### src/rtl/hsc_pkg.sv
package hsc_pkg;

    typedef enum logic [1:0] {
        MODE_OFF   = 2'b00,
        MODE_RUN   = 2'b01,
        MODE_BRAKE = 2'b10
    } drive_mode_e;

    localparam int HALL_W = 3;

    function automatic logic hall_legal(input logic [HALL_W-1:0] code);
        return (code != '0) && (code != '1);
    endfunction

endpackage

### src/rtl/hsc_sync2.sv
module hsc_sync2 #(
    parameter int             W       = 1,
    parameter logic [W-1:0]   RST_VAL = '0
) (
    input  logic         clk,
    input  logic         rst_n,
    input  logic [W-1:0] d_i,
    output logic [W-1:0] q_o
);
    logic [W-1:0] meta_q;
    logic [W-1:0] sync_q;

    always_ff @(posedge clk or negedge rst_n) begin
        if (!rst_n) begin
            meta_q <= RST_VAL;
            sync_q <= RST_VAL;
        end else begin
            meta_q <= d_i;
            sync_q <= meta_q;
        end
    end

    assign q_o = sync_q;
endmodule

### src/rtl/hsc_bit_filter.sv
module hsc_bit_filter #(
    parameter int FILT_CYCLES = 400
) (
    input  logic clk,
    input  logic rst_n,
    input  logic raw_i,
    output logic level_o
);
    localparam int            CW  = $clog2(FILT_CYCLES + 1);
    localparam logic [CW-1:0] LIM = CW'(FILT_CYCLES - 1);

    logic [1:0]    sync_q;
    logic [CW-1:0] cnt_q;
    logic          level_q;

    always_ff @(posedge clk or negedge rst_n) begin
        if (!rst_n) begin
            sync_q  <= '0;
            cnt_q   <= '0;
            level_q <= 1'b0;
        end else begin
            sync_q <= {sync_q[0], raw_i};
            if (sync_q[1] == level_q) begin
                cnt_q <= '0;
            end else if (cnt_q == LIM) begin
                level_q <= sync_q[1];
                cnt_q   <= '0;
            end else begin
                cnt_q <= cnt_q + 1'b1;
            end
        end
    end

    assign level_o = level_q;


    level_qual_chk: assert property (@(posedge clk) disable iff (!rst_n)
        !$stable(level_q) |-> ($past(cnt_q) == LIM) && ($past(sync_q[1]) == level_q));
endmodule

### src/rtl/hsc_hall_track.sv
module hsc_hall_track
    import hsc_pkg::*;
(
    input  logic              clk,
    input  logic              rst_n,
    input  logic [HALL_W-1:0] hall_f_i,
    output logic [HALL_W-1:0] hall_o,
    output logic              strobe_o,
    output logic              tach_o,
    output logic              bad_o
);
    logic [HALL_W-1:0] hall_q;
    logic              strobe_q;
    logic              tach_q;
    logic              step_d;

    always_comb begin
        step_d = (hall_f_i != hall_q) && hall_legal(hall_f_i) && hall_legal(hall_q);
    end

    always_ff @(posedge clk or negedge rst_n) begin
        if (!rst_n) begin
            hall_q   <= '0;
            strobe_q <= 1'b0;
            tach_q   <= 1'b0;
        end else begin
            hall_q   <= hall_f_i;
            strobe_q <= step_d;
            tach_q   <= tach_q ^ step_d;
        end
    end

    assign hall_o   = hall_q;
    assign strobe_o = strobe_q;
    assign tach_o   = tach_q;
    assign bad_o    = !hall_legal(hall_q);


    strobe_legal_chk: assert property (@(posedge clk) disable iff (!rst_n)
        strobe_q |-> (hall_q != $past(hall_q)) && hall_legal($past(hall_q)) && !bad_o);

    tach_flip_chk: assert property (@(posedge clk) disable iff (!rst_n)
        strobe_q |-> (tach_q != $past(tach_q)));

    tach_hold_chk: assert property (@(posedge clk) disable iff (!rst_n)
        !strobe_q |-> $stable(tach_q));
endmodule

### src/rtl/hsc_mode_fsm.sv
module hsc_mode_fsm
    import hsc_pkg::*;
(
    input  logic       clk,
    input  logic       rst_n,
    input  logic       start_n_i,
    input  logic       brake_i,
    input  logic       fault_i,
    output logic [1:0] mode_o
);
    drive_mode_e state_q;
    drive_mode_e state_d;

    // next-state: to_off / to_brake / to_run
    always_comb begin
        if (start_n_i || fault_i) begin
            state_d = MODE_OFF;
        end else if (brake_i) begin
            state_d = MODE_BRAKE;
        end else begin
            state_d = MODE_RUN;
        end
    end

    always_ff @(posedge clk or negedge rst_n) begin
        if (!rst_n) begin
            state_q <= MODE_OFF;
        end else begin
            state_q <= state_d;
        end
    end

    always_comb begin
        unique case (state_q)
            MODE_OFF:   mode_o = 2'b00;
            MODE_RUN:   mode_o = 2'b01;
            MODE_BRAKE: mode_o = 2'b10;
            default:    mode_o = 2'b00;
        endcase
    end


    to_off_chk: assert property (@(posedge clk) disable iff (!rst_n)
        (start_n_i || fault_i) |=> (mode_o == 2'b00));

    to_brake_chk: assert property (@(posedge clk) disable iff (!rst_n)
        (!start_n_i && brake_i && !fault_i) |=> (mode_o == 2'b10));

    to_run_chk: assert property (@(posedge clk) disable iff (!rst_n)
        (!start_n_i && !brake_i && !fault_i) |=> (mode_o == 2'b01));
endmodule

### src/rtl/hall_sense_ctrl.sv
module hall_sense_ctrl
    import hsc_pkg::*;
#(
    parameter int FILT_CYCLES = 400
) (
    input  logic        clk,
    input  logic        rst_n,
    input  logic [2:0]  hall_raw_i,
    input  logic        start_n_i,
    input  logic        brake_i,
    input  logic        dir_i,
    input  logic        uv_flt_i,
    input  logic        ot_flt_i,
    output logic [2:0]  hall_o,
    output logic        strobe_o,
    output logic        tach_o,
    output logic        fault_o,
    output logic        dir_fwd_o,
    output logic [1:0]  mode_o
);
    localparam int         CTL_W   = 5;
    localparam logic [4:0] CTL_RST = 5'b00101;

    logic [HALL_W-1:0] hall_f;
    logic              hall_bad;
    logic [CTL_W-1:0]  ctl_s;
    logic              start_n_s;
    logic              brake_s;
    logic              dir_s;
    logic              uv_s;
    logic              ot_s;
    logic              fault_all;

    for (genvar i = 0; i < HALL_W; i++) begin : g_filt
        hsc_bit_filter #(.FILT_CYCLES(FILT_CYCLES)) u_filt (
            .clk     (clk),
            .rst_n   (rst_n),
            .raw_i   (hall_raw_i[i]),
            .level_o (hall_f[i])
        );
    end

    hsc_sync2 #(.W(CTL_W), .RST_VAL(CTL_RST)) u_ctl_sync (
        .clk   (clk),
        .rst_n (rst_n),
        .d_i   ({ot_flt_i, uv_flt_i, dir_i, brake_i, start_n_i}),
        .q_o   (ctl_s)
    );

    assign {ot_s, uv_s, dir_s, brake_s, start_n_s} = ctl_s;

    hsc_hall_track u_track (
        .clk      (clk),
        .rst_n    (rst_n),
        .hall_f_i (hall_f),
        .hall_o   (hall_o),
        .strobe_o (strobe_o),
        .tach_o   (tach_o),
        .bad_o    (hall_bad)
    );

    assign fault_all = hall_bad | uv_s | ot_s;

    hsc_mode_fsm u_fsm (
        .clk       (clk),
        .rst_n     (rst_n),
        .start_n_i (start_n_s),
        .brake_i   (brake_s),
        .fault_i   (fault_all),
        .mode_o    (mode_o)
    );

    assign fault_o   = fault_all;
    assign dir_fwd_o = dir_s;


    illegal_fault_chk: assert property (@(posedge clk) disable iff (!rst_n)
        ((hall_o == 3'b000) || (hall_o == 3'b111)) |-> fault_o);

    fault_off_chk: assert property (@(posedge clk) disable iff (!rst_n)
        fault_o |=> (mode_o == 2'b00));
endmodule

### config.mk
export PLATFORM = sky130hd
export DESIGN_NAME = hall_sense_ctrl
export DESIGN_NICKNAME = d
export VERILOG_FILES = /design/src/rtl/hsc_pkg.sv /design/src/rtl/hsc_sync2.sv /design/src/rtl/hsc_bit_filter.sv /design/src/rtl/hsc_hall_track.sv /design/src/rtl/hsc_mode_fsm.sv /design/src/rtl/hall_sense_ctrl.sv
export SDC_FILE = /design/constraint.sdc
export NUM_CORES = 1
export LEC_CHECK = 0
export BUFFER_PORTS_ARGS = -buffer_cell sky130_fd_sc_hd__buf_4
export CAP_MARGIN = 20
export CORE_ASPECT_RATIO = 0.7
export CORE_MARGIN = 2
export CORE_UTILIZATION = 50
export DETAILED_ROUTE_END_ITERATION = 8
export GPL_ROUTABILITY_DRIVEN = 0
export GPL_TIMING_DRIVEN = 0
export PLACE_DENSITY = 0.7
export SYNTH_ARGS = -nofsm -noshare
export SYNTH_HDL_FRONTEND = slang
export SYNTH_SLANG_ARGS = --single-unit
### constraint.sdc
create_clock -name clk -period 2 [get_ports clk]
set_clock_uncertainty 0.2 [all_clocks]
set_input_delay 0.3 -clock clk [delete_from_list [all_inputs] [get_ports clk]]
set_output_delay 0.3 -clock clk [all_outputs]
set_load 0.005 [all_outputs]
==> impl_metrics.toml <==
[route]
totalWireLength_mm = 3.82
wl_met2_mm = 1.87
met3_wirelength_um = 160
vias = 1496
routedWlPerCell_um = 13.9
maxUsedRoutingLayer = "met4"
post-route-drc-count = 0
ant_nets = 0
drt_iter0_markers = 61
wl_met1_mm = 1.71
vias_per_cell = 5.42
drt-pass1-iter-count = 4

[timing]
timing.fmax_mhz = 497
setup_viol = 1
fin_ws_ns = -0.0114
finalHoldViolations = 0
final.period_utilization_pct = 101
setup_tns_ns = -0.0114
slew_headroom_pct = 57.7
min_period_ns = 2.01
worst_pin_slew_ns = 0.634
rsz0062_at_grt = "true"
holdWs_ns = 0.150
final_max_slew_viol_count = 0

[critical_path]
crit_chain = "and3_4, or4_4, buf_6"
start_kind = "register"
cp.arrival_ns = 1.51
crit_start = "u_track.hall_o[1]"
cp_slowest_cell = "or4_4"
endpoint = "fault_o"
worstSetupPathType = "reg2out"
cp_max_fo = 4
r2r_slack_ns = 0.32
r2r-end = "g_filt[1].u_filt.cnt_q[8]"
cp-end-kind = "output pin"
ff2ff_path_depth = 5
reg2reg_from = "g_filt[1].u_filt.cnt_q[0]"
slowest_delay_ns = 0.45
required_ns = 1.50

[finish]
post-route-util_pct = 64.9
area_growth_pct = 21.0
fin_cells = 276
drive_gt1_share_pct = 21.4
antenna_cells = 0
nNetsFinal = 236
n_fill_cell = 302

[clock_tree]
clock_latency_ns = 0.30
cts_sinks = 53
ctsRootBufferMaster = "clkbuf_8"
clk_pin_slew_ns = 0.10
cts_tree = "yes"
cts_buffers = 5
htree_levels = 2
clk_path_buf_depth = 2

[grt]
grt_pass1_wl_mm = 6.58
grt_overflow = 0
antenna_found_initial = 0
grt_usage_pct = 18.3
grt_pass1_vias = 1461
grt_max_degree = 54

[synthesis]
async_flop_share_pct = 100
synthCells = 185
ys_warn_count = 0
synthFlopType = "dfrtp_1"
synth_common_cells = "49 x dfrtp_1, 26 x nor2_1, 12 x nand3_1, 11 x xnor2_1, 9 x a21oi_1"
ys_top_cells_by_area = "dfrtp_1 57%, dfstp_2 4.9%, nor2_1 4.5%"
synth_edf_count = 0
syn_area_per_cell_um2 = 11.7
synth_top_area_share_pct = 56.9
synth_area_leader_cell = "dfrtp_1"
seq_area_frac_synth_pct = 61.8
syn_nets = 198
syn_area_um2 = 2160
ys_seq_elements = 53
synth_most_common_cell = "dfrtp_1"
synth.distinct_cells = 34

[run_status]
violations = "setup timing"
outcome = "complete, but fails checks"

[pwr]
p_int_mw = 1.56
power_frac_comb_pct = 4.5
netSwitchingFraction_pct = 21.3
power.density_nw_per_um2 = 757
p_leak_nw = 1.14
p_clk_share_pct = 38.4
switching_power_mw = 0.420
peakVddDrop_uv = 467
p_total_mw = 1.98
sequentialPowerShare_pct = 57.1

[die]
die_w_um = 82.5
design.core.area_um2 = 4020
die_h_um = 58.9
dieArea_um2 = 4860
ios = 19
start_util_pct = 53.7
rows = 19

[placed_design]
place_hpwl_mm = 2.51
dp.cells = 255
io_buffers = 18

[job]
maxCapViolCount = 0

[min_path]
hold_class = "reg2reg"
==> metal layers <==
layer / vias up / GRT usage, %
met5: - / 0
met2: 41 / 29.1
met4: 0 / 7.62
met1: 728 / 23.7
met3: 10 / 5.06
li1: 717 / -
==> cell families (layout without fill, tap and decap cells) <==
| family | count (synthesis) | count (layout) | share of synthesized area, % |
|---|---|---|---|
| flip-flops | 53 | 53 | 61.8 |
| adder cells (fa/ha/maj) | 3 | 3 | 1.74 |
| AND/OR/NAND/NOR | 78 | 78 | 19.7 |
| AO/OA/AOI/OAI | 25 | 25 | 6.91 |
| XOR/XNOR | 18 | 18 | 7.31 |
| multiplexers | 3 | 3 | 1.57 |
| buffers and inverters | 5 | 44 | 1.04 |
==> placed cells by master (no fill, tap or decap), types with 2 or more instances in the layout <==
cell and instances:
ha_1 3, nor2b_1 8, dfstp_2 4, and2_1 2, and3_1 2, nor3_1 2, or3_1 3, nand2b_1 3
clkbuf_8 6, dlygate4sd3_1 9, nand3_1 12, o21ai_0 7, a211oi_1 2, nand4_1 5, xor2_1 7, dfrtp_1 46
buf_4 22, mux2_2 3, dfrtp_2 3, xnor2_1 11, a21oi_1 9, nand2_1 7, inv_1 4, nor4b_2 2
nor2_1 26
==> repair_timing <==
action | in CTS | in global routing
endpoints found under the setup margin | 1 | 1
hold buffers | 9 | 0
hold endpoints to repair | 57 | 0
gates resized for setup | 5 | 0
buffers inserted | 4 | 0
==> state kept, by name, summed over array words and instances (netlist names) <==
name	cells
u_ctl_sync.q_o	5
u_ctl_sync.meta_q	5
u_track.hall_o	3
u_track.tach_o	1
u_fsm.state_q	2
u_track.strobe_o	1
g_filt.u_filt.sync_q	6
g_filt.u_filt.cnt_q	27
g_filt.u_filt.level_o	3
==> area by class of cell <==
type / count / area, µm² / share of cell area (%)
inverters: 4 / 15.0 / 0.576
multi-input cells: 127 / 807 / 30.9
repair buffers: 31 / 259 / 9.93
flip-flops and latches: 53 / 1340 / 51.2
clock inverters: 2 / 37.5 / 1.44
clock buffers: 6 / 82.6 / 3.17
plain buffers: 1 / 7.51 / 0.288
well taps: 52 / 65.1 / 2.49
==> worst min-delay path by stage <==
stage / slack, ns / depth (start not counted) / end / startpoint
after floorplan: -0.20 / 0 / g_filt[0].u_filt.cnt_q[0] / rst_n
after global placement: 0.13 / 0 / u_ctl_sync.q_o[1] / u_ctl_sync.meta_q[1]
after detailed placement: 0.14 / 0 / u_ctl_sync.q_o[3] / u_ctl_sync.meta_q[3]
after CTS: 0.15 / 0 / g_filt[0].u_filt.sync_q[1] / g_filt[0].u_filt.sync_q[0]
after global routing: 0.16 / 0 / u_ctl_sync.q_o[3] / u_ctl_sync.meta_q[3]
final: 0.15 / 0 / g_filt[2].u_filt.sync_q[1] / g_filt[2].u_filt.sync_q[0]
==> critical path, delay by kind of cell, from the launching register on <==
kind | cells | cell delay, ns
and+or+nand+nor | 2 | 0.62
buffers and inverters | 1 | 0.14
DFF | 1 | 0.44
==> metrics by stage <==
stage | area (µm²) | worst slack (ns)
CTS | 2610 | -0.0120
detailed placement | 2360 | 0.238
global route | 2610 | -0.0494
global placement | 2360 | 0.258
finish | 2610 | -0.0114
floorplan | 2160 | 0.436
==> power by group through the flow <==
stage | clock, mW | sequential [mW] | combinational [mW]
finish | 0.760 | 1.13 | 0.0886
global route | 0.820 | 1.13 | 0.103
CTS | 0.767 | 1.13 | 0.0911
detailed placement | 0 | 1.15 | 0.0754
global placement | 0 | 1.15 | 0.0722
floorplan | 0 | 1.14 | 0.0322
Note: power is estimated with default switching activity, not from simulation.
